$ cat src/rtl/inval_walk_pkg.sv
package inval_walk_pkg;

    typedef enum logic [1:0] {
        WK_IDLE  = 2'd0,
        WK_READ  = 2'd1,
        WK_ISSUE = 2'd2
    } walk_state_e;

    function automatic int unsigned idx_width(input int unsigned lines);
        return (lines > 1) ? $clog2(lines) : 1;
    endfunction

    function automatic int unsigned cnt_width(input int unsigned lines);
        return $clog2(lines + 1);
    endfunction

endpackage

$ cat src/rtl/inval_req_gate.sv
module inval_req_gate #(
    parameter bit BLOCK_NORMAL = 1'b1
) (
    input  logic req_valid,
    input  logic req_is_inval,
    input  logic busy,
    output logic req_ready,
    output logic req_retry,
    output logic inval_accept
);

    logic normal_ok;

    always_comb begin
        normal_ok = !busy || !BLOCK_NORMAL;
        if (req_is_inval) begin
            req_ready = !busy;
        end else begin
            req_ready = normal_ok;
        end
        req_retry    = req_valid && req_is_inval && busy;
        inval_accept = req_valid && req_is_inval && !busy;
    end

endmodule

$ cat src/rtl/inval_line_walker.sv
module inval_line_walker
    import inval_walk_pkg::*;
#(
    parameter int unsigned NUM_LINES = 16,
    parameter int unsigned ADDR_W    = 32,
    localparam int unsigned IDX_W    = idx_width(NUM_LINES)
) (
    input  logic              clk,
    input  logic              rst_n,
    input  logic              start,
    output logic              tag_rd_en,
    output logic [IDX_W-1:0]  tag_rd_idx,
    input  logic [ADDR_W-1:0] tag_rd_addr,
    output logic              evict_valid,
    input  logic              evict_ready,
    output logic [ADDR_W-1:0] evict_addr,
    output logic              issue_fire,
    output logic              last_fire
);

    localparam logic [IDX_W-1:0] LAST_IDX = IDX_W'(NUM_LINES - 1);

    typedef struct packed {
        walk_state_e       state;
        logic [IDX_W-1:0]  idx;
        logic [ADDR_W-1:0] addr;
    } walk_t;

    walk_t wk_d, wk_q;

    always_comb begin
        wk_d        = wk_q;
        tag_rd_en   = 1'b0;
        evict_valid = 1'b0;
        issue_fire  = 1'b0;
        last_fire   = 1'b0;
        unique case (wk_q.state)
            WK_IDLE: begin
                if (start) begin
                    wk_d.idx   = '0;
                    wk_d.state = WK_READ;
                end
            end
            WK_READ: begin
                tag_rd_en  = 1'b1;
                wk_d.addr  = tag_rd_addr;
                wk_d.state = WK_ISSUE;
            end
            WK_ISSUE: begin
                evict_valid = 1'b1;
                if (evict_ready) begin
                    issue_fire = 1'b1;
                    if (wk_q.idx == LAST_IDX) begin
                        last_fire  = 1'b1;
                        wk_d.state = WK_IDLE;
                    end else begin
                        wk_d.idx   = wk_q.idx + 1'b1;
                        wk_d.state = WK_READ;
                    end
                end
            end
            default: wk_d.state = WK_IDLE;
        endcase
    end

    always_ff @(posedge clk) begin
        if (!rst_n) begin
            wk_q.state <= WK_IDLE;
            wk_q.idx   <= '0;
            wk_q.addr  <= '0;
        end else begin
            wk_q <= wk_d;
        end
    end

    assign tag_rd_idx = wk_q.idx;
    assign evict_addr = wk_q.addr;

endmodule

$ cat src/rtl/inval_ack_tracker.sv
module inval_ack_tracker
    import inval_walk_pkg::*;
#(
    parameter int unsigned NUM_LINES = 16,
    localparam int unsigned CNT_W    = cnt_width(NUM_LINES)
) (
    input  logic clk,
    input  logic rst_n,
    input  logic busy,
    input  logic issue_fire,
    input  logic inv_ack,
    output logic cnt_zero,
    output logic cnt_zero_next,
    output logic err
);

    typedef struct packed {
        logic [CNT_W-1:0] cnt;
        logic             err;
    } trk_t;

    trk_t trk_d, trk_q;
    logic bad_ack;
    logic good_ack;

    always_comb begin
        trk_d    = trk_q;
        bad_ack  = inv_ack && (!busy || (trk_q.cnt == '0));
        good_ack = inv_ack && !bad_ack;
        if (issue_fire && !good_ack) begin
            trk_d.cnt = trk_q.cnt + 1'b1;
        end else if (!issue_fire && good_ack) begin
            trk_d.cnt = trk_q.cnt - 1'b1;
        end
        if (bad_ack) begin
            trk_d.err = 1'b1;
        end
    end

    always_ff @(posedge clk) begin
        if (!rst_n) begin
            trk_q.cnt <= '0;
            trk_q.err <= 1'b0;
        end else begin
            trk_q <= trk_d;
        end
    end

    assign cnt_zero      = (trk_q.cnt == '0);
    assign cnt_zero_next = (trk_d.cnt == '0);
    assign err           = trk_q.err;

endmodule

$ cat src/rtl/l1_inval_walker.sv
module l1_inval_walker
    import inval_walk_pkg::*;
#(
    parameter int unsigned NUM_LINES    = 16,
    parameter int unsigned ADDR_W       = 32,
    parameter bit          BLOCK_NORMAL = 1'b1,
    localparam int unsigned IDX_W       = idx_width(NUM_LINES)
) (
    input  logic              clk,
    input  logic              rst_n,
    input  logic              req_valid,
    input  logic              req_is_inval,
    output logic              req_ready,
    output logic              req_retry,
    output logic              tag_rd_en,
    output logic [IDX_W-1:0]  tag_rd_idx,
    input  logic [ADDR_W-1:0] tag_rd_addr,
    output logic              evict_valid,
    input  logic              evict_ready,
    output logic [ADDR_W-1:0] evict_addr,
    input  logic              inv_ack,
    output logic              inv_done,
    output logic              inv_err
);

    typedef struct packed {
        logic pending;
        logic walked_all;
        logic done;
    } ctl_t;

    ctl_t ctl_d, ctl_q;
    logic busy;
    logic inval_accept;
    logic issue_fire;
    logic last_fire;
    logic cnt_zero;
    logic cnt_zero_next;

    assign busy = ctl_q.pending;

    inval_req_gate #(
        .BLOCK_NORMAL(BLOCK_NORMAL)
    ) u_gate (
        .req_valid    (req_valid),
        .req_is_inval (req_is_inval),
        .busy         (busy),
        .req_ready    (req_ready),
        .req_retry    (req_retry),
        .inval_accept (inval_accept)
    );

    inval_line_walker #(
        .NUM_LINES(NUM_LINES),
        .ADDR_W   (ADDR_W)
    ) u_walk (
        .clk         (clk),
        .rst_n       (rst_n),
        .start       (inval_accept),
        .tag_rd_en   (tag_rd_en),
        .tag_rd_idx  (tag_rd_idx),
        .tag_rd_addr (tag_rd_addr),
        .evict_valid (evict_valid),
        .evict_ready (evict_ready),
        .evict_addr  (evict_addr),
        .issue_fire  (issue_fire),
        .last_fire   (last_fire)
    );

    inval_ack_tracker #(
        .NUM_LINES(NUM_LINES)
    ) u_trk (
        .clk           (clk),
        .rst_n         (rst_n),
        .busy          (busy),
        .issue_fire    (issue_fire),
        .inv_ack       (inv_ack),
        .cnt_zero      (cnt_zero),
        .cnt_zero_next (cnt_zero_next),
        .err           (inv_err)
    );

    always_comb begin
        ctl_d      = ctl_q;
        ctl_d.done = ctl_q.pending && ctl_q.walked_all && cnt_zero_next;
        if (inval_accept) begin
            ctl_d.pending    = 1'b1;
            ctl_d.walked_all = 1'b0;
        end else if (ctl_d.done) begin
            ctl_d.pending    = 1'b0;
            ctl_d.walked_all = 1'b0;
        end else if (last_fire) begin
            ctl_d.walked_all = 1'b1;
        end
    end

    always_ff @(posedge clk) begin
        if (!rst_n) begin
            ctl_q.pending    <= 1'b0;
            ctl_q.walked_all <= 1'b0;
            ctl_q.done       <= 1'b0;
        end else begin
            ctl_q <= ctl_d;
        end
    end

    assign inv_done = ctl_q.done;

endmodule

$ cat config.mk
export PLATFORM = sky130hd
export DESIGN_NAME = l1_inval_walker
export DESIGN_NICKNAME = d
export VERILOG_FILES = /design/src/rtl/inval_walk_pkg.sv /design/src/rtl/inval_req_gate.sv /design/src/rtl/inval_line_walker.sv /design/src/rtl/inval_ack_tracker.sv /design/src/rtl/l1_inval_walker.sv
export SDC_FILE = /design/constraint.sdc
export NUM_CORES = 1
export LEC_CHECK = 0
export ABC_AREA = 1
export BUFFER_PORTS_ARGS = -buffer_cell sky130_fd_sc_hd__buf_4
export CORE_MARGIN = 1.5
export CORE_UTILIZATION = 49
export DETAILED_ROUTE_END_ITERATION = 12
export GPL_ROUTABILITY_DRIVEN = 0
export PLACE_DENSITY = 0.89
export SLEW_MARGIN = 15
export SYNTH_ARGS = -nofsm -noshare
export SYNTH_HDL_FRONTEND = slang
export SYNTH_SLANG_ARGS = --single-unit
$ cat constraint.sdc
create_clock -name clk -period 2.1 [get_ports clk]
set_input_delay 0 -clock clk [delete_from_list [all_inputs] [get_ports clk]]
set_output_delay 0 -clock clk [all_outputs]
set_load 0.005 [all_outputs]
==> out/metrics.csv, run 1 <==
stage;metric;value;unit
timing;final setup fails;0;
clocking;clk slew on worst S/H paths;0.10;ns
route;post-DR vias/cell;5.01;
route;DRC violations left;0;
clocking;CTS max path bufs;2;
power_and_ir_drop;Max IR drop VDD;0.440;mV
power_and_ir_drop;Comb pwr share;0.249;
logic_synthesis;top-count cell post-synth;nor2_1;
place;PortBufs;79;
worst_setup_path;crit-path max cell delay;0.35;ns
logic_synthesis;ys async rst share;0;
floorplan;Rows;24;
logic_synthesis;YS warnings;0;
run;maxcap violations;0;
timing;Pins Over Slew Limit;0;
route;final WL;5790;µm
worst_setup_path;Crit-path slowest cell;dfxtp_1;
power_and_ir_drop;Power Density;796;nW/µm²
logic_synthesis;Synth Instances;293;
floorplan;die area;4960;µm²
logic_synthesis;Synth top area share;0.422;
logic_synthesis;syn avg cell area;7.60;µm²
route;Pre-antenna DRT Iters;4;
power_and_ir_drop;Psw;0.683;mW
power_and_ir_drop;Clock power frac;0.321;
final_layout;multi-input logic area;906;µm²
worst_hold_path;Worst Hold Launch;rst_n;
timing;Hold Vio Cnt, Final;0;
floorplan;Starting Density;0.511;
worst_setup_path;crit-path max FO;4;
worst_hold_path;hold endpoint;u_walk.evict_addr[29]$_SDFFE_PN0P_;
clocking;clock root cell;clkbuf_8;
clocking;CTS Buf Count;5;
worst_setup_path;CP Capture Type;register;
logic_synthesis;Yosys reg bits;47;
timing;Max-Slew Margin vs Limit;0.752;
power_and_ir_drop;Int Power;1.77;mW
floorplan;die height;70.4;µm
worst_setup_path;Crit path depth;8;
worst_setup_path;Crit path buffers/inverters;1;
clocking;postcts setup bufs;0;
worst_setup_path;RR Endpoint;ctl_q[1]$_SDFFE_PP0P_;
worst_hold_path;hold path depth;3;
floorplan;core footprint;4350;µm²
route;1st-iter DRT viols;170;
worst_setup_path;Worst Reg-to-Reg Cells;8;
global_routing;global-route wire length before repair;9580;µm
worst_setup_path;required time of the critical path;2.29;ns
global_routing;vias in the first global route;2152;
final_layout;Post-layout nets;412;
timing;Final Critical Period;1.80;ns
final_layout;Fill cells;316;
route;Vias;2125;
clocking;H-tree lvl count;2;
place;Post-DP HPWL;3500;µm
power_and_ir_drop;leakage power;1.48;nW
global_routing;antenna violations before repair;0;
final_layout;Reg area;941;µm²
worst_setup_path;arrival time at the worst endpoint;1.99;ns
floorplan;Ports;80;
final_layout;final instance area;3090;µm²
route;DR WL/cell;13.7;µm
logic_synthesis;most frequent cells after synthesis;nor2_1 (79), dfxtp_1 (47), buf_4 (36), o21ai_0 (34), nand2_1 (21);
clocking;CTS tree;built;
logic_synthesis;syn_nets;334;
logic_synthesis;Seq/Total Area, Yosys;0.422;
run_status;status;completed;
final_layout;layout cells sized above 1;0.277;
worst_setup_path;flop-to-flop setup slack;0.30;ns
clocking;worst-skew pair later-pin latency;0.30;ns
logic_synthesis;Yosys cell types;31;
final_layout;number of diodes;0;
logic_synthesis;leading post-synthesis cells by cell area;dfxtp_1 (42%), nor2_1 (13%), buf_4 (12%), o21ai_0 (7.6%), nand2_1 (3.5%);
final_layout;Final Util;0.709;
place;Post-DP Area;2590;µm²
timing;Max Clk Rate;555;MHz
worst_setup_path;CP Cell Sequence;inv_1, ha_1, nor3b_1, a41oi_1, mux2i_1, nand3_2, nand2_2, nor2_1;
global_routing;global router's overall resource usage;0.243;
final_layout;Area Growth Syn to Fin;38.7;%
worst_setup_path;worst r2r src;u_trk.trk_q[1]$_SDFF_PN0_;
global_routing;remaining global-route overflow;0;
logic_synthesis;Mapped Area;2230;µm²
timing;final setup TNS;0;ns
power_and_ir_drop;Sequential Power Share;0.431;
timing;RSZ-0062 raised after global routing;no;
logic_synthesis;Post-synth top flop;dfxtp_1;
timing;Least-Margin Pin Slew;0.372;ns
logic_synthesis;EDFF count, synth;0;
logic_synthesis;cell taking the most area after synthesis;dfxtp_1;
clocking;clock sink total;47;
worst_setup_path;Setup crit start kind;register;
worst_setup_path;crit-path leading delay family;simple AND/OR/NAND/NOR gates;
worst_hold_path;Worst Hold Class;primary input to register;
worst_setup_path;CP Class;register to register;
timing;final critical-path share of the clock period;0.858;
global_routing;largest net degree at the start of global routing;36;
route;Final ANT Viol Nets;0;
floorplan;Die W;70.4;µm
timing;clk_skew;0.00853;ns
power_and_ir_drop;switching share of total power;0.278;
-- worst max-delay path by stage --
stage	slack (ns)	start	endpoint
finish	0.30	u_trk.trk_q[1]$_SDFF_PN0_	ctl_q[1]$_SDFFE_PP0P_
global route	0.13	u_trk.trk_q[1]$_SDFF_PN0_	ctl_q[1]$_SDFFE_PP0P_
global placement	0.43	u_trk.trk_q[1]$_SDFF_PN0_	ctl_q[1]$_SDFFE_PP0P_
floorplan	0.52	u_trk.trk_q[1]$_SDFF_PN0_	ctl_q[1]$_SDFFE_PP0P_
CTS	0.32	u_trk.trk_q[1]$_SDFF_PN0_	ctl_q[1]$_SDFFE_PP0P_
detailed placement	0.33	u_trk.trk_q[1]$_SDFF_PN0_	ctl_q[1]$_SDFFE_PP0P_
-- cell usage in the layout (no fill, tap or decap), types with 2 or more instances in the layout --
cell and instances:
o21ai_1 2, inv_2 3, xor2_1 2, nand3_1 11, nor2_1 78, clkbuf_8 5
nand2_1 21, nand2_2 2, o21ai_0 34, bufinv_16 2, dfxtp_1 47, nor2_2 2
ha_1 3, inv_1 14, nand3_2 2, a21oi_1 11, dlygate4sd3_1 36, nand3_4 2
buf_4 82
-- worst reg2reg max path: stages, from the launching register on --
cell     delay [ns]
dfxtp_1        0.35
inv_1          0.10
ha_1           0.26
nor3b_1        0.27
a41oi_1        0.17
mux2i_1        0.29
nand3_2        0.14
nand2_2        0.08
nor2_1         0.04
-- power by group through the flow --
stage	Clock, mW	Combinational [mW]	Sequential (mW)
2_1_floorplan	0	0.404	1.06
3_3_place_gp	0	0.529	1.07
3_5_place_dp	0	0.546	1.07
4_1_cts	0.803	0.602	1.05
5_1_grt	0.843	0.679	1.07
6_report	0.788	0.611	1.06
-- kinds of logic after synthesis --
logic type                 share of synthesized area
and+or+nand+nor                                0.253
buffers and inverters                          0.172
AOI/OAI and AO/OA                              0.120
DFF                                            0.422
xor gates and xnor gates                      0.0118
adders and majority gates                     0.0169
muxes                                        0.00449
-- per-layer routing --
layer  global-route usage  share of wire  vias to the layer above
li1                     -              -                     1063
met1                0.281           0.40                      958
met2                0.433           0.52                       96
met3               0.0693          0.071                        8
met4               0.0662          0.011                        0
met5                    0              0                        -
-- through the flow --
stage / worst slack [ns] / cells / hold WS [ns] / total power [mW]
after global placement: 0.426 / 380 / 0.220 / 1.60
after detailed placement: 0.331 / 380 / 0.228 / 1.62
final: 0.297 / 424 / 0.106 / 2.46
after CTS: 0.316 / 424 / 0.0964 / 2.46
after floorplan: 0.523 / 293 / 0.0737 / 1.46
after global routing: 0.129 / 424 / 0.123 / 2.59
-- flip-flops by register name, summed over array words and instances, names as in the netlist --
signal and count:
u_trk.err 1, u_walk.wk_q 2, ctl_q 1, u_trk.trk_q 5
u_walk.evict_addr 32, inv_done 1, u_walk.tag_rd_idx 4, busy 1
-- cell type report --
| class | instances | area share |
|---|---|---|
| clock buffer | 5 | 0.0223 |
| clock inverter | 3 | 0.0219 |
| multi-input combinational | 182 | 0.293 |
| tap | 52 | 0.0211 |
| inverter | 17 | 0.0207 |
| timing repair buffer | 118 | 0.316 |
| sequential | 47 | 0.305 |
-- what timing repair did --
action / 4_1_cts / 5_1_grt
resized for setup: 0 / 0
endpoints found under the hold margin: 35 / 0
hold buffers: 36 / 0
Power figures use the tool's default switching activity.
==> run 2, diff against run 1 <==
--- a/config.mk
+++ b/config.mk
@@ -8,11 +8,12 @@
 export ABC_AREA = 1
 export BUFFER_PORTS_ARGS = -buffer_cell sky130_fd_sc_hd__buf_4
 export CORE_MARGIN = 1.5
-export CORE_UTILIZATION = 49
+export CORE_UTILIZATION = 50
 export DETAILED_ROUTE_END_ITERATION = 12
 export GPL_ROUTABILITY_DRIVEN = 0
-export PLACE_DENSITY = 0.89
+export PLACE_DENSITY = 0.9
 export SLEW_MARGIN = 15
 export SYNTH_ARGS = -nofsm -noshare
 export SYNTH_HDL_FRONTEND = slang
+export SYNTH_HIERARCHICAL = 1
 export SYNTH_SLANG_ARGS = --single-unit
==> run 2 against run 1 <==
Non-clock buffer count shrank 4. Setup slack got worse by 0.097 ns. Largest power group unchanged. Critical path type unchanged. First-iteration DRC count down 23%. Largest cell class is now flip-flops and latches. Total power shrank 14%. Via count up 4.2%. Sequential share of layout area up 0.056 points. Area after synthesis grew 2.9%. Global-route usage fell by 0.85 points.
==> out/metrics.csv, run 2 <==
stage;metric;value;unit;change
floorplan;Starting Density;0.523;;+0.0111
worst_setup_path;required time of the critical path;2.29;ns;about the same
timing;Max-Slew Margin vs Limit;0.620;;-0.132
final_layout;number of diodes;0;;unchanged
floorplan;die height;70.7;µm;+0.39%
clocking;CTS tree;built;;
power_and_ir_drop;leakage power;1.42;nW;-4.5%
timing;Final Critical Period;1.90;ns;+0.0974 ns
route;DR WL/cell;13.2;µm;-3.0%
route;1st-iter DRT viols;131;;-23%
worst_setup_path;CP Capture Type;register;;
run_status;status;completed;;
power_and_ir_drop;Power Density;685;nW/µm²;-14%
timing;Max Clk Rate;526;MHz;-5.1%
clocking;H-tree lvl count;2;;unchanged
final_layout;max reg flops;32;;unchanged
floorplan;Rows;24;;unchanged
worst_hold_path;Worst Hold Class;primary input to register;;
run;maxcap violations;0;;unchanged
worst_setup_path;arrival time at the worst endpoint;2.09;ns;+0.10 ns
global_routing;vias in the first global route;2135;;-0.79%
final_layout;Reg area;943;µm²;+0.27%
global_routing;global router's overall resource usage;0.234;;-0.00846
route;Vias;2215;;+4.2%
final_layout;multi-input logic area;940;µm²;+3.7%
route;final WL;5830;µm;+0.69%
route;post-DR vias/cell;5.03;;+0.44%
clocking;clock sink total;47;;unchanged
timing;RSZ-0062 raised after global routing;no;;
final_layout;Fill cells;338;;+7.0%
floorplan;Die W;70.7;µm;+0.39%
logic_synthesis;syn_nets;354;;+6.0%
clocking;clk slew on worst S/H paths;0.09;ns;about the same
clocking;postcts setup bufs;0;;unchanged
timing;final setup fails;0;;unchanged
final_layout;layout cells sized above 1;0.281;;+0.00405
floorplan;core footprint;4380;µm²;+0.69%
global_routing;global-route wire length before repair;9470;µm;-1.1%
route;Pre-antenna DRT Iters;4;;unchanged
timing;final critical-path share of the clock period;0.905;;+0.0464
clocking;clock root cell;clkbuf_8;;
timing;Pins Over Slew Limit;0;;unchanged
worst_setup_path;crit-path max FO;8;;+4
place;Post-DP HPWL;3420;µm;-2.5%
logic_synthesis;Synth Instances;313;;+6.8%
worst_setup_path;Worst Reg-to-Reg Cells;14;;+6
logic_synthesis;YS warnings;6;;+6
timing;Least-Margin Pin Slew;0.570;ns;+0.198 ns
route;DRC violations left;0;;unchanged
floorplan;die area;5000;µm²;+0.78%
global_routing;antenna violations before repair;0;;unchanged
final_layout;commonest cells after routing, fill and taps aside;nor2_1 (84), buf_4 (81), dfxtp_1 (45), dlygate4sd3_1 (33), nand2_1 (29);;
final_layout;Area Growth Syn to Fin;34.9;%;
clocking;CTS max path bufs;2;;unchanged
power_and_ir_drop;Max IR drop VDD;0.545;mV;+24%
clocking;worst-skew pair later-pin latency;0.30;ns;about the same
worst_setup_path;Setup crit start kind;register;;
global_routing;largest net degree at the start of global routing;42;;+17%
timing;Hold Vio Cnt, Final;0;;unchanged
final_layout;leading cell type in the layout, fill and taps excluded;nor2_1;;
timing;clk_skew;0.0140;ns;+0.00548 ns
logic_synthesis;syn avg cell area;7.32;µm²;-3.7%
place;PortBufs;79;;unchanged
final_layout;Post-layout nets;429;;+4.1%
floorplan;Ports;80;;unchanged
worst_setup_path;CP Class;register to register;;
global_routing;remaining global-route overflow;0;;unchanged
worst_hold_path;hold path depth;3;;unchanged
route;Final ANT Viol Nets;0;;unchanged
power_and_ir_drop;Power Total;2.12;mW;-14%
timing;final setup TNS;0;ns;unchanged
logic_synthesis;Mapped Area;2290;µm²;+2.9%
clocking;CTS Buf Count;5;;unchanged
==> run 2: stage by stage <==
step	instances	setup slack (ns)	hold slack, ns	cell area (µm²)	util
final	440	0.200	0.0349	3090	0.705
after global routing	440	0.0194	0.0345	3090	0.705
after CTS	440	0.165	0.0269	3080	0.703
after detailed placement	400	0.193	0.248	2650	0.604
after global placement	400	0.278	0.238	2650	0.604
after floorplan	313	0.351	0.105	2290	-
==> run 2: what timing repair did <==
| item | 4_1_cts | 5_1_grt |
|---|---|---|
| endpoints found under the setup margin | 0 | 2 |
| resized for setup | 0 | 4 |
| hold buffers | 33 | 0 |
| hold endpoints to repair | 33 | 0 |
==> run 2: cell type report <==
| type | instances | area share |
|---|---|---|
| clock buffer | 5 | 0.0223 |
| clock inverter | 2 | 0.0121 |
| inverter | 24 | 0.0316 |
| multi-input combinational | 196 | 0.304 |
| sequential | 47 | 0.305 |
| tap | 52 | 0.0211 |
| timing repair buffer | 114 | 0.304 |
==> run 2: report_power, final <==
| part | switching, mW | internal [mW] |
|---|---|---|
| clock network | 0.301 | 0.348 |
| registers | 0.0442 | 0.948 |
| logic | 0.235 | 0.241 |
==> run 2: worst paths after layout <==
path                                             to                              start  slack (ns)
hold / removal         u_walk/wk_q[37]$_SDFFE_PN0P_                        evict_ready        0.03
setup reg to reg              ctl_q[1]$_SDFFE_PP0P_          u_trk/trk_q[1]$_SDFF_PN0_        0.20
hold reg to reg   u_walk/evict_addr[9]$_SDFFE_PN0P_  u_walk/evict_addr[9]$_SDFFE_PN0P_        0.49
setup / recovery              ctl_q[1]$_SDFFE_PP0P_          u_trk/trk_q[1]$_SDFF_PN0_        0.20
==> run 2: routing by layer <==
metal	wire, µm	up-vias	GRT usage
met5	0	-	0
li1	-	1104	-
met2	3060	92	0.421
met1	2300	1002	0.264
met4	176	0	0.119
met3	300	17	0.0427
==> run 2: worst max-delay path, cell delays in order, from the launching register on <==
cell      delay (ns)
dfxtp_2         0.38
inv_1           0.09
ha_1            0.26
nand3_4         0.12
nand3_4         0.10
nand2_4         0.13
nand2_1         0.07
nand2_1         0.07
nand2_1         0.05
nor2_1          0.10
nand2_1         0.08
nor2_2          0.12
nand3_1         0.11
nand3b_1        0.09
nor2_1          0.04
